[src/rtl/mro_pkg.sv]
// Package: shared types for the memory response ordering buffer.
// Assumes nothing beyond IEEE 1800-2017 packages.
package mro_pkg;

    // Request kind, as carried on the issue port and held in the tag table.
    typedef enum logic {
        KIND_LOAD  = 1'b0,
        KIND_STORE = 1'b1
    } req_kind_e;

    // Release rule chosen by the static mode input.
    typedef enum logic {
        REL_ARRIVAL = 1'b0,
        REL_PROGRAM = 1'b1
    } rel_mode_e;

endpackage

[src/rtl/mro_resp_fifo.sv]
// Module: mro_resp_fifo
// Holds completions in arrival order for one request kind.
// Assumes the caller never pushes into a full FIFO unless it pops in the same cycle.
module mro_resp_fifo #(
    parameter int DEPTH = 8,
    parameter int W     = 8
) (
    input  logic         clk,
    input  logic         rst_n,
    input  logic         push,
    input  logic [W-1:0] push_data,
    input  logic         pop,
    output logic         not_empty,
    output logic [W-1:0] head,
    output logic         has_room
);
    localparam int PW = (DEPTH > 1) ? $clog2(DEPTH) : 1;
    localparam int CW = $clog2(DEPTH + 1);

    logic [W-1:0]  mem [DEPTH];
    logic [PW-1:0] wr_ptr;
    logic [PW-1:0] rd_ptr;
    logic [CW-1:0] count;

    assign not_empty = (count != '0);
    assign has_room  = (count < CW'(DEPTH));
    assign head      = mem[rd_ptr];

    // Store a pushed completion at the write pointer.
    always_ff @(posedge clk) begin
        if (push) begin
            mem[wr_ptr] <= push_data;
        end
    end

    // Advance the pointers and the occupancy.
    always_ff @(posedge clk) begin
        if (!rst_n) begin
            wr_ptr <= '0;
            rd_ptr <= '0;
            count  <= '0;
        end else begin
            if (push) begin
                wr_ptr <= (wr_ptr == PW'(DEPTH - 1)) ? '0 : wr_ptr + 1'b1;
            end
            if (pop) begin
                rd_ptr <= (rd_ptr == PW'(DEPTH - 1)) ? '0 : rd_ptr + 1'b1;
            end
            count <= count + CW'(push) - CW'(pop);
        end
    end

    p_no_overflow_r6: assert property (@(posedge clk) disable iff (!rst_n)
        push |-> (has_room || pop));
    p_no_underflow_r5: assert property (@(posedge clk) disable iff (!rst_n)
        pop |-> not_empty);
endmodule

[src/rtl/mro_inflight_ctr.sv]
// Module: mro_inflight_ctr
// Counts outstanding requests of one kind.
// Assumes that dec is raised only while at least one request is outstanding.
module mro_inflight_ctr #(
    parameter int MAX = 8,
    parameter int W   = 4
) (
    input  logic         clk,
    input  logic         rst_n,
    input  logic         inc,
    input  logic         dec,
    output logic [W-1:0] cnt
);
    // Net change per cycle: +1, -1 or none.
    always_ff @(posedge clk) begin
        if (!rst_n) begin
            cnt <= '0;
        end else begin
            cnt <= cnt + W'(inc) - W'(dec);
        end
    end

    p_cnt_bound_r7: assert property (@(posedge clk) disable iff (!rst_n)
        cnt <= W'(MAX));
    p_cnt_no_wrap_r7: assert property (@(posedge clk) disable iff (!rst_n)
        (dec && !inc) |-> (cnt != '0));
    p_cnt_both_hold_r7: assert property (@(posedge clk) disable iff (!rst_n)
        (inc && dec) |=> $stable(cnt));
endmodule

[src/rtl/mro_tag_table.sv]
// Module: mro_tag_table
// Circular table of outstanding requests, indexed by the low bits of the
// sequence number. Each entry holds valid, done, kind and the full sequence number.
// Assumes: DEPTH is a power of two below 2**SEQ_W, and issues arrive with
// consecutive sequence numbers that start at zero after reset.
module mro_tag_table #(
    parameter int SEQ_W = 8,
    parameter int DEPTH = 16
) (
    input  logic             clk,
    input  logic             rst_n,
    input  logic             iss_fire,
    input  logic [SEQ_W-1:0] iss_seq,
    input  logic             iss_store,
    input  logic             rsp_valid,
    input  logic [SEQ_W-1:0] rsp_seq,
    input  logic             clr_en,
    input  logic [SEQ_W-1:0] clr_seq,
    input  logic             adv_head,
    output logic             slot_free,
    output logic             rsp_hit,
    output logic             rsp_hit_store,
    output logic             head_rdy,
    output logic [SEQ_W-1:0] head_seq,
    output logic             head_store
);
    localparam int IW = $clog2(DEPTH);

    logic [DEPTH-1:0] vld;
    logic [DEPTH-1:0] done;
    logic [DEPTH-1:0] kind;
    logic [SEQ_W-1:0] seqm [DEPTH];
    logic [SEQ_W-1:0] exp_seq;
    logic [IW-1:0]    head;

    logic [IW-1:0] iss_idx;
    logic [IW-1:0] rsp_idx;
    logic [IW-1:0] clr_idx;

    assign iss_idx = iss_seq[IW-1:0];
    assign rsp_idx = rsp_seq[IW-1:0];
    assign clr_idx = clr_seq[IW-1:0];

    // The next sequence number needs its own entry to be free.
    assign slot_free     = !vld[exp_seq[IW-1:0]];
    // A response matches only a live, not yet completed entry with the same full number.
    assign rsp_hit       = rsp_valid && vld[rsp_idx] && !done[rsp_idx]
                           && (seqm[rsp_idx] == rsp_seq);
    assign rsp_hit_store = kind[rsp_idx];
    assign head_rdy      = vld[head] && done[head];
    assign head_seq      = seqm[head];
    assign head_store    = kind[head];

    // Per-entry state: set on issue, mark done on response, drop on retire.
    for (genvar i = 0; i < DEPTH; i++) begin : g_entry
        always_ff @(posedge clk) begin
            if (!rst_n) begin
                vld[i]  <= 1'b0;
                done[i] <= 1'b0;
                kind[i] <= 1'b0;
                seqm[i] <= '0;
            end else if (iss_fire && (iss_idx == IW'(i))) begin
                vld[i]  <= 1'b1;
                done[i] <= 1'b0;
                kind[i] <= iss_store;
                seqm[i] <= iss_seq;
            end else begin
                if (rsp_hit && (rsp_idx == IW'(i))) begin
                    done[i] <= 1'b1;
                end
                if (clr_en && (clr_idx == IW'(i))) begin
                    vld[i] <= 1'b0;
                end
            end
        end
    end

    // Expected next sequence number and the oldest-entry pointer.
    always_ff @(posedge clk) begin
        if (!rst_n) begin
            exp_seq <= '0;
            head    <= '0;
        end else begin
            if (iss_fire) begin
                exp_seq <= iss_seq + 1'b1;
            end
            if (adv_head) begin
                head <= head + 1'b1;
            end
        end
    end

    p_issue_in_sequence_r10: assert property (@(posedge clk) disable iff (!rst_n)
        iss_fire |-> (iss_seq == exp_seq));
    p_issue_slot_free_r10: assert property (@(posedge clk) disable iff (!rst_n)
        iss_fire |-> !vld[iss_idx]);
    p_retire_done_r3: assert property (@(posedge clk) disable iff (!rst_n)
        clr_en |-> (vld[clr_idx] && done[clr_idx] && (seqm[clr_idx] == clr_seq)));
    p_response_marks_r4: assert property (@(posedge clk) disable iff (!rst_n)
        (rsp_hit && !(clr_en && (clr_idx == rsp_idx))) |=> done[$past(rsp_idx)]);
endmodule

[src/rtl/mem_resp_orderer.sv]
// Module: mem_resp_orderer (top)
// Tracks outstanding global memory requests and releases their completions
// to a retire stage. In program-order mode, it releases from the oldest table
// entry once that entry is done. In arrival-order mode, it releases from
// separate load and store FIFOs, taking whichever head arrived first (the
// load wins a tie).
// Assumes cfg_in_order changes only under reset, and that issues carry
// consecutive sequence numbers starting at zero.
module mem_resp_orderer #(
    parameter int SEQ_W     = 8,
    parameter int QSIZE     = 8,
    parameter int ORD_DEPTH = 16,
    parameter int CNT_W     = $clog2(QSIZE + 1)
) (
    input  logic             clk,
    input  logic             rst_n,
    input  logic             cfg_in_order,
    input  logic             iss_valid,
    input  logic [SEQ_W-1:0] iss_seq,
    input  logic             iss_is_store,
    input  logic [CNT_W-1:0] iss_pend,
    output logic             iss_ready,
    input  logic             rsp_valid,
    input  logic [SEQ_W-1:0] rsp_seq,
    output logic             rsp_ld_ready,
    output logic             rsp_st_ready,
    output logic             ret_valid,
    input  logic             ret_ready,
    output logic [SEQ_W-1:0] ret_seq,
    output logic             ret_is_store,
    output logic [CNT_W-1:0] ld_inflight,
    output logic [CNT_W-1:0] st_inflight,
    output logic             err_unknown_tag
);
    import mro_pkg::*;

    localparam int STAMP_W = $clog2(QSIZE) + 2;
    localparam int FW      = SEQ_W + STAMP_W;
    localparam int SUM_W   = CNT_W + 2;

    rel_mode_e mode;
    assign mode = rel_mode_e'(cfg_in_order);

    logic             iss_fire, ret_fire;
    logic             slot_free, rsp_hit, rsp_hit_store;
    logic             head_rdy, head_store;
    logic [SEQ_W-1:0] head_seq;
    logic [SUM_W-1:0] demand;

    // Issue gate: outstanding plus reserved must stay below the queue size.
    assign demand    = SUM_W'(ld_inflight) + SUM_W'(st_inflight) + SUM_W'(iss_pend);
    assign iss_ready = (demand < SUM_W'(QSIZE)) && slot_free;
    assign iss_fire  = iss_valid && iss_ready;

    mro_tag_table #(.SEQ_W(SEQ_W), .DEPTH(ORD_DEPTH)) u_table (
        .clk           (clk),
        .rst_n         (rst_n),
        .iss_fire      (iss_fire),
        .iss_seq       (iss_seq),
        .iss_store     (iss_is_store),
        .rsp_valid     (rsp_valid),
        .rsp_seq       (rsp_seq),
        .clr_en        (ret_fire),
        .clr_seq       (ret_seq),
        .adv_head      (ret_fire && (mode == REL_PROGRAM)),
        .slot_free     (slot_free),
        .rsp_hit       (rsp_hit),
        .rsp_hit_store (rsp_hit_store),
        .head_rdy      (head_rdy),
        .head_seq      (head_seq),
        .head_store    (head_store)
    );

    // Arrival-order path: two FIFOs tagged with an arrival stamp.
    logic [STAMP_W-1:0] stamp;
    logic               push_ld, push_st, pop_ld, pop_st;
    logic               ld_v, st_v, pick_st;
    logic [FW-1:0]      ld_head, st_head;
    logic [STAMP_W-1:0] stamp_gap;

    assign push_ld = rsp_hit && (mode == REL_ARRIVAL) && (rsp_hit_store == KIND_LOAD);
    assign push_st = rsp_hit && (mode == REL_ARRIVAL) && (rsp_hit_store == KIND_STORE);

    // Arrival stamp advances once per queued completion.
    always_ff @(posedge clk) begin
        if (!rst_n) begin
            stamp <= '0;
        end else if (push_ld || push_st) begin
            stamp <= stamp + 1'b1;
        end
    end

    mro_resp_fifo #(.DEPTH(QSIZE), .W(FW)) u_ld_fifo (
        .clk       (clk),
        .rst_n     (rst_n),
        .push      (push_ld),
        .push_data ({rsp_seq, stamp}),
        .pop       (pop_ld),
        .not_empty (ld_v),
        .head      (ld_head),
        .has_room  (rsp_ld_ready)
    );

    mro_resp_fifo #(.DEPTH(QSIZE), .W(FW)) u_st_fifo (
        .clk       (clk),
        .rst_n     (rst_n),
        .push      (push_st),
        .push_data ({rsp_seq, stamp}),
        .pop       (pop_st),
        .not_empty (st_v),
        .head      (st_head),
        .has_room  (rsp_st_ready)
    );

    // Store head wins only when it is strictly older (negative wrapped gap).
    assign stamp_gap = st_head[STAMP_W-1:0] - ld_head[STAMP_W-1:0];
    assign pick_st   = st_v && (!ld_v || stamp_gap[STAMP_W-1]);

    // Retire port mux by mode.
    always_comb begin
        if (mode == REL_PROGRAM) begin
            ret_valid    = head_rdy;
            ret_seq      = head_seq;
            ret_is_store = head_store;
        end else begin
            ret_valid    = ld_v || st_v;
            ret_seq      = pick_st ? st_head[FW-1:STAMP_W] : ld_head[FW-1:STAMP_W];
            ret_is_store = pick_st;
        end
    end

    assign ret_fire = ret_valid && ret_ready;
    assign pop_ld   = ret_fire && (mode == REL_ARRIVAL) && !pick_st;
    assign pop_st   = ret_fire && (mode == REL_ARRIVAL) && pick_st;

    mro_inflight_ctr #(.MAX(QSIZE), .W(CNT_W)) u_ld_ctr (
        .clk   (clk),
        .rst_n (rst_n),
        .inc   (iss_fire && (iss_is_store == KIND_LOAD)),
        .dec   (ret_fire && (ret_is_store == KIND_LOAD)),
        .cnt   (ld_inflight)
    );

    mro_inflight_ctr #(.MAX(QSIZE), .W(CNT_W)) u_st_ctr (
        .clk   (clk),
        .rst_n (rst_n),
        .inc   (iss_fire && (iss_is_store == KIND_STORE)),
        .dec   (ret_fire && (ret_is_store == KIND_STORE)),
        .cnt   (st_inflight)
    );

    // Sticky flag for responses that match nothing outstanding.
    always_ff @(posedge clk) begin
        if (!rst_n) begin
            err_unknown_tag <= 1'b0;
        end else if (rsp_valid && !rsp_hit) begin
            err_unknown_tag <= 1'b1;
        end
    end

    // Last retired number, kept only for the program-order check.
    logic [SEQ_W-1:0] last_ret;
    logic             any_ret;
    always_ff @(posedge clk) begin
        if (!rst_n) begin
            last_ret <= '0;
            any_ret  <= 1'b0;
        end else if (ret_fire) begin
            last_ret <= ret_seq;
            any_ret  <= 1'b1;
        end
    end

    p_program_order_r3: assert property (@(posedge clk) disable iff (!rst_n)
        (mode == REL_PROGRAM && ret_fire && any_ret) |-> (ret_seq == SEQ_W'(last_ret + 1'b1)));
    p_retire_hold_r9: assert property (@(posedge clk) disable iff (!rst_n)
        (ret_valid && !ret_ready) |=> (ret_valid && $stable(ret_seq)));
    p_err_sticky_r8: assert property (@(posedge clk) disable iff (!rst_n)
        err_unknown_tag |=> err_unknown_tag);
    p_issue_cap_r2: assert property (@(posedge clk) disable iff (!rst_n)
        (SUM_W'(ld_inflight) + SUM_W'(st_inflight)) <= SUM_W'(QSIZE));
    p_single_push_r5: assert property (@(posedge clk) disable iff (!rst_n)
        $countones({push_ld, push_st}) <= 1);
endmodule

[config.mk]
export PLATFORM = sky130hd
export DESIGN_NAME = mem_resp_orderer
export DESIGN_NICKNAME = d
export VERILOG_FILES = /design/src/rtl/mro_pkg.sv /design/src/rtl/mro_resp_fifo.sv /design/src/rtl/mro_inflight_ctr.sv /design/src/rtl/mro_tag_table.sv /design/src/rtl/mem_resp_orderer.sv
export SDC_FILE = /design/constraint.sdc
export NUM_CORES = 1
export LEC_CHECK = 0
export BUFFER_PORTS_ARGS = -buffer_cell sky130_fd_sc_hd__buf_2
export CORE_MARGIN = 2
export CORE_UTILIZATION = 55
export DETAILED_ROUTE_END_ITERATION = 8
export GPL_TIMING_DRIVEN = 1
export PLACE_DENSITY = 0.71
export SLEW_MARGIN = 20
export SYNTH_ARGS = -nofsm -noshare
export SYNTH_HDL_FRONTEND = slang
export SYNTH_HIERARCHICAL = 1
export SYNTH_SLANG_ARGS = --single-unit
export TNS_END_PERCENT = 20
[constraint.sdc]
create_clock -name clk -period 9.08 [get_ports clk]
set_clock_uncertainty 0.15 [all_clocks]
set_input_delay 1.362 -clock clk [delete_from_list [all_inputs] [get_ports clk]]
set_output_delay 1.362 -clock clk [all_outputs]
set_load 0.01 [all_outputs]
==> results of run 1 <==
==> worst max-delay path: cells and delay by family <==
family | cells | cell delay (ps)
AOI/OAI and AO/OA | 2 | 290
and+or+nand+nor | 8 | 3260
buffers and inverters | 2 | 940
muxes | 1 | 530
==> cell usage after synthesis, types with 4 or more instances <==
| cell type | count |
|---|---|
| a21oi_1 | 13 |
| mux2_2 | 50 |
| o211ai_1 | 18 |
| nand3b_1 | 4 |
| buf_1 | 9 |
| mux4_2 | 80 |
| o31ai_1 | 4 |
| mux4_1 | 53 |
| nor2_1 | 59 |
| o21ai_0 | 19 |
| nand2b_1 | 13 |
| fa_1 | 7 |
| nand4_1 | 5 |
| nor3_1 | 39 |
| mux2i_1 | 26 |
| a22o_1 | 15 |
| clkbuf_1 | 42 |
| ha_1 | 38 |
| edfxtp_1 | 336 |
| nor2b_1 | 18 |
| o21a_1 | 19 |
| a31oi_1 | 6 |
| nand3_1 | 18 |
| o21ai_2 | 9 |
| a311oi_1 | 4 |
| xnor2_1 | 13 |
| buf_2 | 13 |
| dfxtp_1 | 100 |
| o22ai_1 | 6 |
| buf_6 | 13 |
| nor3b_1 | 10 |
| and2_1 | 84 |
| or4_1 | 13 |
| xor2_1 | 10 |
| inv_1 | 64 |
| nand2_1 | 65 |
==> cell type report <==
class	instances	area (um2)	share of cell area
Sequential cell	436	12100	0.534
Timing Repair Buffer	68	390	0.0172
Clock buffer	52	1150	0.0509
Multi-Input combinational cell	782	7900	0.349
Inverter	67	251	0.0111
Tap cell	468	586	0.0259
Clock inverter	28	274	0.0121
==> power breakdown <==
group          internal [mW]  switching [mW]
Combinational          0.216           0.322
Sequential              2.21          0.0629
Clock                   1.05           0.755
Total                   3.48            1.14
==> flip-flops by register name (all words and copies together), names as in the netlist, named ones only <==
signal            count
u_st_fifo/count       4
stamp                 5
u_ld_fifo/rd_ptr      3
u_table/done         16
err_unknown_tag       1
u_ld_ctr/cnt          4
u_table/vld          16
u_table/head          4
u_st_fifo/rd_ptr      3
u_ld_fifo/wr_ptr      3
u_st_ctr/cnt          4
u_ld_fifo/count       4
u_table/seqm        128
u_table/kind         16
u_ld_fifo/mem       104
u_st_fifo/wr_ptr      3
u_table/exp_seq       4
u_st_fifo/mem       104
==> per-stage QoR <==
step | total power, mW | worst slack (ps) | cells
after floorplan | 2.66 | 3620 | 1368
after global placement | 2.84 | 2160 | 1821
after detailed placement | 2.85 | 1980 | 1821
after CTS | 4.64 | 2570 | 1901
after global routing | 4.78 | 2270 | 1901
final | 4.62 | 2650 | 1901
==> per-layer routing <==
metal | GRT usage | wire [um]
met1 | 0.342 | 19400
met2 | 0.427 | 24400
met3 | 0.0468 | 3740
met4 | 0.0913 | 1690
met5 | 0 | 0
==> path summary, 6_finish.rpt <==
check | to | slack [ps] | cells after the start
max | u_ld_fifo/mem[2][1]$_DFFE_PP_ | 2650 | 13
min | u_table/done[1]$_SDFFE_PP0P_ | 340 | 2
max reg2reg | u_st_fifo/count[2]$_SDFF_PN0_ | 3870 | 16
min reg2reg | u_table/done[1]$_SDFFE_PP0P_ | 340 | 2
==> kinds of logic (layout without fill, tap and decap cells) <==
group                      after synthesis  count (layout)
AOI/OAI and AO/OA                      142             142
xor gates and xnor gates                23              23
adders and majority gates               45              45
buffers and inverters                  150             215
DFF                                    436             436
muxes                                  209             209
other                                    1              16
and+or+nand+nor                        347             347
==> flow_summary.yaml, run 1 <==
global_route:
  globalRouteOverflowTotal: 0
  grt_start_max_net_pins: 78
  grt_antenna_before_repair: 0
  grt_pass1_wl_mm: 73.9
  grt_pass1_vias: 12000
  grt_usage: 0.257
timing:
  hold_viol: 0
  period_share: 0.708
  slew_headroom: 0.265
  fin_crit_ps: 6430
  max_slew.worst_pin.slew_ps: 1100
  fmaxAchievable_ghz: 0.156
  report.final.setup_viol: 0
  rsz0062_at_grt: "false"
  fin_tns_setup_ps: 0
  drv_slew: 0
  holdWs_ps: 337
floorplan:
  die_area_mm2: 0.0391
  coreArea_mm2: 0.0368
  initial_core_util: 0.561
  die_w_um: 198
  rows: 70
  io_pins: 49
  die_h_um: 198
synthesis:
  syn_avg_cell_area_um2: 15.2
  synth_top_family_by_area: "multiplexers"
  synth_top_area_cell: "edfxtp_1"
  yosysUniqueCellTypes: 75
  synth-compound-area-share: 0.0518
  synthTopCellsByArea: "edfxtp_1 (49%), dfxtp_1 (9.7%), mux4_2 (8.7%)"
  yosys_most_used_dff: "edfxtp_1"
  yosysWarningCount: 6
  synth_top_cell_area_share: 0.489
  synthArstFlopShare: 0
  seq_area_frac_synth: 0.586
  synthAdderAreaFrac: 0.0299
  synth_edf_count: 336
  synth_area_mm2: 0.0206
  ys_ff_latch: 436
  yosys.area_share.simple: 0.0908
  synth_xor_area_frac: 0.00977
  syn-instance-count: 1353
  synthMuxAreaShare: 0.195
clocking:
  clk_latency_ps: 550
  cts_hold_buffers: 0
  cts_setup_buffers: 0
  max-clock-path-buffers: 3
  cts_root_buf: "clkbuf_16"
  cts.sinks: 436
  clk_pin_slew_worst_paths_ps: 60
  cts_tree: "done"
  h-tree-depth: 2
  cts_resized: 0
  cts_inserted_buffers: 44
setup_path:
  crit_required_ps: 9080
  path_cells: "buf_2 > buf_4 > mux4_2 > or2_1 > a21oi_1 > a32oi_1 > nor4_2 > nand3_2 > nor2_2 > nor2b_1 > nor2b_1 > nand2_1 > nor3_2"
  crit_start: "rsp_seq[1]"
  path_max_fanout: 26
  worstSetupPathType: "primary input to flip-flop"
  crit_arrival_ps: 6430
  critPathSlowestCell: "nor3_2"
  cp-start-kind: "primary input"
  crit_path_max_incr_delay_ps: 880
  end_kind: "flip-flop"
  crit_path_frequent_cell: "nor2b_1"
hold_path:
  min_from: "u_table/done[1]$_SDFFE_PP0P_"
  hold_path.class: "flip-flop to flip-flop"
layout:
  finish.instance_area_mm2: 0.0226
  final_common_cell: "edfxtp_1"
  fin_nets: 1471
  syn2layout_area_growth_pct: 9.81
  mostFrequentLayoutCells: "edfxtp_1 (336), dfxtp_1 (99), and2_1 (84)"
  finish.utilization: 0.616
  fillCellCount: 2738
  diodes: 0
  drive_above_1_share: 0.217
routing:
  drcViolationCount: 0
  wirelength_mm: 49.2
  vias: 12100
  first_pass_iters: 6
  first_iter_violations: 1181
  viasPerCell: 6.35
  routedWlPerCell_um: 25.9
  drtAntennaViolNets: 0
job:
  maxCapViolations: 0
status:
  status: "finished clean"
placed_design:
  place_area_mm2: 0.0212
  hpwl_mm: 33.6
  gp_congestion: 0.933
  portBuffers: 48
power:
  ir_worst_vdd_uv: 150
  power_density_mw_per_mm2: 204
  p_leak_nw: 7.86
(Power assumes the default switching activity.)
==> run 2: changes to the inputs <==
- clock period: 9.08 -> 6 ns (I/O delays scaled with it)
==> run 2 against run 1 <==
Count of clock-buffer cells in the layout rose by 3. Sequential share of layout area fell by 0.63 points. Routed wire length rose by 2.6%. Worst hold slack got worse by 7.8 ps. Die area did not move. Sequential power rose by 52%. Via count rose by 1.6%. Critical path depth fell by 3. Core utilization rose by 0.73 points. Setup slack got worse by 2400 ps. Highest routed layer unchanged.
==> flow_summary.yaml, run 2 (synthesis gave the netlist of run 1 again) <==
clocking:
  cts_inserted_buffers: 45
  cts_tree: "done"
  cts.sinks: 436
  max-clock-path-buffers: 3
  clk_latency_ps: 570
  cts_resized: 0
  h-tree-depth: 2
  cts_hold_buffers: 0
  cts_setup_buffers: 0
  clk_pin_slew_worst_paths_ps: 60
  cts_root_buf: "clkbuf_16"
placed_design:
  hpwl_mm: 34.8
  portBuffers: 48
  dp_slack_ps: 738
  gp_congestion: 0.945
setup_path:
  crit_path_end: "ret_seq[1]"
  path_max_fanout: 11
  r2r_cells: 16
  end_kind: "output port"
  path_cells: "mux4_1 > mux2_2 > inv_1 > ha_1 > and2_1 > or4_1 > o2111ai_2 > mux2_2 > mux2_2 > buf_2"
  path_delay_family: "multiplexers"
  critPathSlowestCell: "o2111ai_2"
  worstSetupPathType: "flip-flop to output port"
  cp-start-kind: "flip-flop"
  crit_required_ps: 4950
  crit_arrival_ps: 4670
  worst-path-stages: 10
  crit_path_max_incr_delay_ps: 780
  regToRegSetupSlack_ps: 760
  crit_path_frequent_cell: "mux2_2"
  critical_path_buf_inv_count: 2
  timing.rr.end: "u_ld_fifo/count[2]$_SDFF_PN0_"
hold_path:
  hold_path.class: "flip-flop to flip-flop"
timing:
  max_slew.worst_pin.slew_ps: 1050
  fin_tns_setup_ps: 0
  fmaxAchievable_ghz: 0.175
  drv_slew: 0
  finalWorstSetupSlack_ps: 276
  fin_crit_ps: 5720
  period_share: 0.954
  slew_headroom: 0.301
  rsz0062_at_grt: "false"
  hold_viol: 0
  report.final.setup_viol: 0
power:
  ir_worst_vdd_uv: 200
  finalPower_mw: 7.07
  power_density_mw_per_mm2: 309
  p_leak_nw: 8.08
layout:
  mostFrequentLayoutCells: "edfxtp_1 (336), dfxtp_1 (99), and2_1 (84)"
  syn2layout_area_growth_pct: 11.1
  diodes: 0
  top_regs: "u_table/seqm: 128 flops, u_ld_fifo/mem: 104 flops, u_st_fifo/mem: 104 flops"
  fillCellCount: 2710
  top_register: "u_table/seqm"
  final_common_cell: "edfxtp_1"
  fin_nets: 1506
  drive_above_1_share: 0.232
  largest_register_ffs: 128
global_route:
  grt_usage: 0.266
  grt_pass1_vias: 12100
  grt_antenna_before_repair: 0
  grt_start_max_net_pins: 42
  grt_pass1_wl_mm: 76.1
  globalRouteOverflowTotal: 0
routing:
  vias: 12300
  wirelength_mm: 50.5
  drcViolationCount: 0
  drtAntennaViolNets: 0
  first_iter_violations: 1226
  viasPerCell: 6.32
  first_pass_iters: 5
  routedWlPerCell_um: 26.1
floorplan:
  io_pins: 49
  coreArea_mm2: 0.0368
  die_h_um: 198
  die_w_um: 198
  rows: 70
  initial_core_util: 0.561
  die_area_mm2: 0.0391
job:
  maxCapViolations: 0
status:
  status: "finished clean"
run 2: power by group:
part / leakage [nW] / switching [mW] / internal [mW] / total, mW
clock network: 0.723 / 1.16 / 1.63 / 2.80
logic: 3.34 / 0.507 / 0.330 / 0.837
registers: 4.01 / 0.0884 / 3.35 / 3.44
run 2: area by class of cell:
class	count	area, um2	area share
Clock buffer	55	1190	0.0518
Sequential cell	436	12100	0.528
Tap cell	468	586	0.0256
Inverter	67	251	0.0110
Timing Repair Buffer	102	646	0.0282
Clock inverter	28	295	0.0129
Multi-Input combinational cell	782	7860	0.343
run 2: metal layers:
metal,vias up,share of wire,track usage
met5,-,0,0
met3,93,0.077,0.0410
met4,0,0.032,0.0916
met1,6194,0.40,0.355
met2,576,0.49,0.447
li1,5391,-,-
run 2: worst min-delay path by stage:
stage                                  startpoint  cells past startpoint                       endpoint
CTS                  u_table/done[3]$_SDFFE_PP0P_                      2   u_table/done[3]$_SDFFE_PP0P_
finish               u_table/done[3]$_SDFFE_PP0P_                      2   u_table/done[3]$_SDFFE_PP0P_
detailed placement   u_table/done[3]$_SDFFE_PP0P_                      2   u_table/done[3]$_SDFFE_PP0P_
global placement    u_table/done[10]$_SDFFE_PP0P_                      2  u_table/done[10]$_SDFFE_PP0P_
floorplan           u_table/done[10]$_SDFFE_PP0P_                      2  u_table/done[10]$_SDFFE_PP0P_
global route         u_table/done[3]$_SDFFE_PP0P_                      2   u_table/done[3]$_SDFFE_PP0P_
run 2: stage by stage:
step | hold WS (ps) | cell area, um2 | instances | util
finish | 329 | 22900 | 1938 | 0.623
global route | 351 | 22900 | 1938 | 0.623
CTS | 330 | 22900 | 1938 | 0.623
detailed placement | 319 | 21400 | 1855 | 0.583
global placement | 309 | 21400 | 1855 | 0.583
floorplan | 286 | 20700 | 1368 | -
run 2: worst register-to-register path, delay by kind of cell (launching register included):
family	cells	cell delay (ps)
and+or+nand+nor	4	1160
adders and majority gates	4	1010
muxes	2	900
AOI/OAI and AO/OA	1	780
DFF	1	600
buffers and inverters	4	410
xor gates and xnor gates	1	140
==> run 3: changes to the inputs <==
- SYNTH_HIERARCHICAL: 1 -> default
==> run 3 against run 2 <==
Design area down 1.6%. Global-route usage down 1.5 points. Sequential share of layout area up 0.85 points. Routed wire length down 7.7%. Maximum frequency up 6.3%. Via count down 5.0%. Largest cell class unchanged. Largest power group unchanged.
==> flow_summary.yaml, run 3 <==
status:
  status: "finished clean"
layout:
  drive_above_1_share: 0.253
  fin_nets: 1444
  top_register: "u_table.seqm"
  finish.utilization: 0.621
  top_regs: "u_table.seqm: 128 flops, u_ld_fifo.mem: 104 flops, u_st_fifo.mem: 104 flops"
  mostFrequentLayoutCells: "edfxtp_1 (336), mux4_2 (141), dfxtp_1 (97)"
  fillCellCount: 2651
  final_common_cell: "edfxtp_1"
  diodes: 0
  syn2layout_area_growth_pct: 11.9
  largest_register_ffs: 128
clocking:
  max-clock-path-buffers: 3
  clk_latency_ps: 550
  cts_setup_buffers: 0
  cts.sinks: 436
  cts_root_buf: "clkbuf_16"
  cts_hold_buffers: 0
  cts_resized: 0
  cts_tree: "done"
  cts_inserted_buffers: 45
  h-tree-depth: 2
  clk_pin_slew_worst_paths_ps: 60
setup_path:
  path_max_fanout: 12
  crit_arrival_ps: 4330
  crit_required_ps: 4950
  end_kind: "output port"
  cp-start-kind: "flip-flop"
  worstSetupPathType: "flip-flop to output port"
routing:
  drtAntennaViolNets: 0
  vias: 11600
  routedWlPerCell_um: 24.8
  drcViolationCount: 0
  first_iter_violations: 957
  wirelength_mm: 46.6
  viasPerCell: 6.21
  first_pass_iters: 5
synthesis:
  synthTopCellsByArea: "edfxtp_1 (50%), mux4_2 (16%), dfxtp_1 (9.9%)"
  yosysUniqueCellTypes: 68
  syn-instance-count: 1297
  synth_top_area_cell: "edfxtp_1"
  synth_edf_count: 336
  yosys_most_used_dff: "edfxtp_1"
  synth_area_mm2: 0.0202
  synth.most_common_cell: "edfxtp_1"
  synth_top_cell_area_share: 0.500
  seq_area_frac_synth: 0.600
  syn_avg_cell_area_um2: 15.5
  synthArstFlopShare: 0
  yosys-top-cells-count: "edfxtp_1 (336), mux4_2 (141), dfxtp_1 (100)"
  ys_ff_latch: 436
  yosysWarningCount: 0
floorplan:
  io_pins: 49
  die_w_um: 195
  coreArea_mm2: 0.0363
  rows: 70
  die_h_um: 195
  initial_core_util: 0.555
  die_area_mm2: 0.0382
timing:
  holdWs_ps: 347
  drv_slew: 0
  report.final.setup_viol: 0
  fin_tns_setup_ps: 0
  fmaxAchievable_ghz: 0.186
  fin_crit_ps: 5380
  rsz0062_at_grt: "false"
  slew_headroom: 0.359
  max_slew.worst_pin.slew_ps: 956
  hold_viol: 0
  period_share: 0.897
  finalWorstSetupSlack_ps: 616
global_route:
  grt_antenna_before_repair: 1
  grt_pass1_vias: 11900
  globalRouteOverflowTotal: 0
  grt_usage: 0.251
  grt_pass1_wl_mm: 71.9
  grt_start_max_net_pins: 58
job:
  maxCapViolations: 0
power:
  power_frac_clock: 0.376
  pwr-share-seq: 0.471
  power_switching_mw: 1.88
  swShare: 0.254
  power_density_mw_per_mm2: 328
  p_comb_frac: 0.153
  p_leak_nw: 7.95
  ir_worst_vdd_uv: 222
  p_int_mw: 5.51
placed_design:
  dp_slack_ps: 636
  portBuffers: 48
  hpwl_mm: 32.2
  gp_congestion: 0.920
hold_path:
  hold_path.class: "flip-flop to flip-flop"
## run 3: cell types whose count changed after synthesis, sizes merged, moves of 10 or more
cell    change
nand3      -12
mux2i      +15
o21a       -18
o211ai     -15
clkbuf     +10
a22o       -14
mux2       -41
nor2b      +37
inv        -35
a31o       +13
o21ai      -11
mux4       +17
buf        -16
## run 3: metal layers
metal	up-vias	track usage	routed length [um]	share of wire
met1	5989	0.336	19100	0.41
met2	420	0.429	23600	0.51
met4	2	0.0656	1020	0.022
met3	85	0.0444	2840	0.061
li1	5151	-	-	-
met5	-	0	13	0.00028
## run 3: final timing paths
path,startpoint,slack (ps),depth (start not counted),to
hold reg to reg,u_table.done[14]$_SDFFE_PP0P_,350,2,u_table.done[14]$_SDFFE_PP0P_
hold / removal,u_table.done[14]$_SDFFE_PP0P_,350,2,u_table.done[14]$_SDFFE_PP0P_
setup reg to reg,flip-flop,840,15,u_st_fifo.count[2]$_SDFF_PN0_
setup / recovery,flip-flop,620,11,ret_seq[4]
## run 3: metrics by stage
step,cells,instance area (um2),power (mW)
final,1876,22600,7.39
after global placement,1793,21100,4.66
after detailed placement,1793,21100,4.68
after global routing,1876,22600,7.68
after floorplan,1312,20200,4.30
after CTS,1876,22600,7.45
## run 3: cells by family (layout without fill, tap and decap cells)
family                     after synthesis  in the layout  share of synthesized area
AOI/OAI and AO/OA                       96             96                     0.0329
xor gates and xnor gates                27             27                     0.0132
adders and majority gates               45             45                     0.0305
buffers and inverters                  109            205                     0.0231
DFF                                    436            436                      0.600
muxes                                  200            200                      0.195
other                                    1             16                   0.000186
and+or+nand+nor                        383            383                      0.106
## run 3: area by class of cell
class                      instances  area (um2)  area share
multi-input combinational        767        7710       0.342
inverter                          32         120     0.00533
tap                              468         586      0.0260
clock buffer                      57        1240      0.0551
timing repair buffer              90         556      0.0246
sequential                       436       12100       0.536
clock inverter                    26         244      0.0108
## run 3: power groups by stage
stage	logic [mW]	clock network, mW	registers, mW
after floorplan	0.821	0	3.48
after global placement	1.12	0	3.54
after detailed placement	1.13	0	3.55
after CTS	1.14	2.82	3.49
after global routing	1.24	2.94	3.50
final	1.13	2.78	3.48
## run 3: critical path, stage by stage, from the launching register on
cell       delay (ps)
dfxtp_1           510
buf_4             330
mux4_2            550
mux2_2            300
ha_1              290
o2111ai_1         170
a31oi_1           500
nand2_1           450
nor2_1            210
a21oi_1            50
o21ai_0           230
buf_2             180
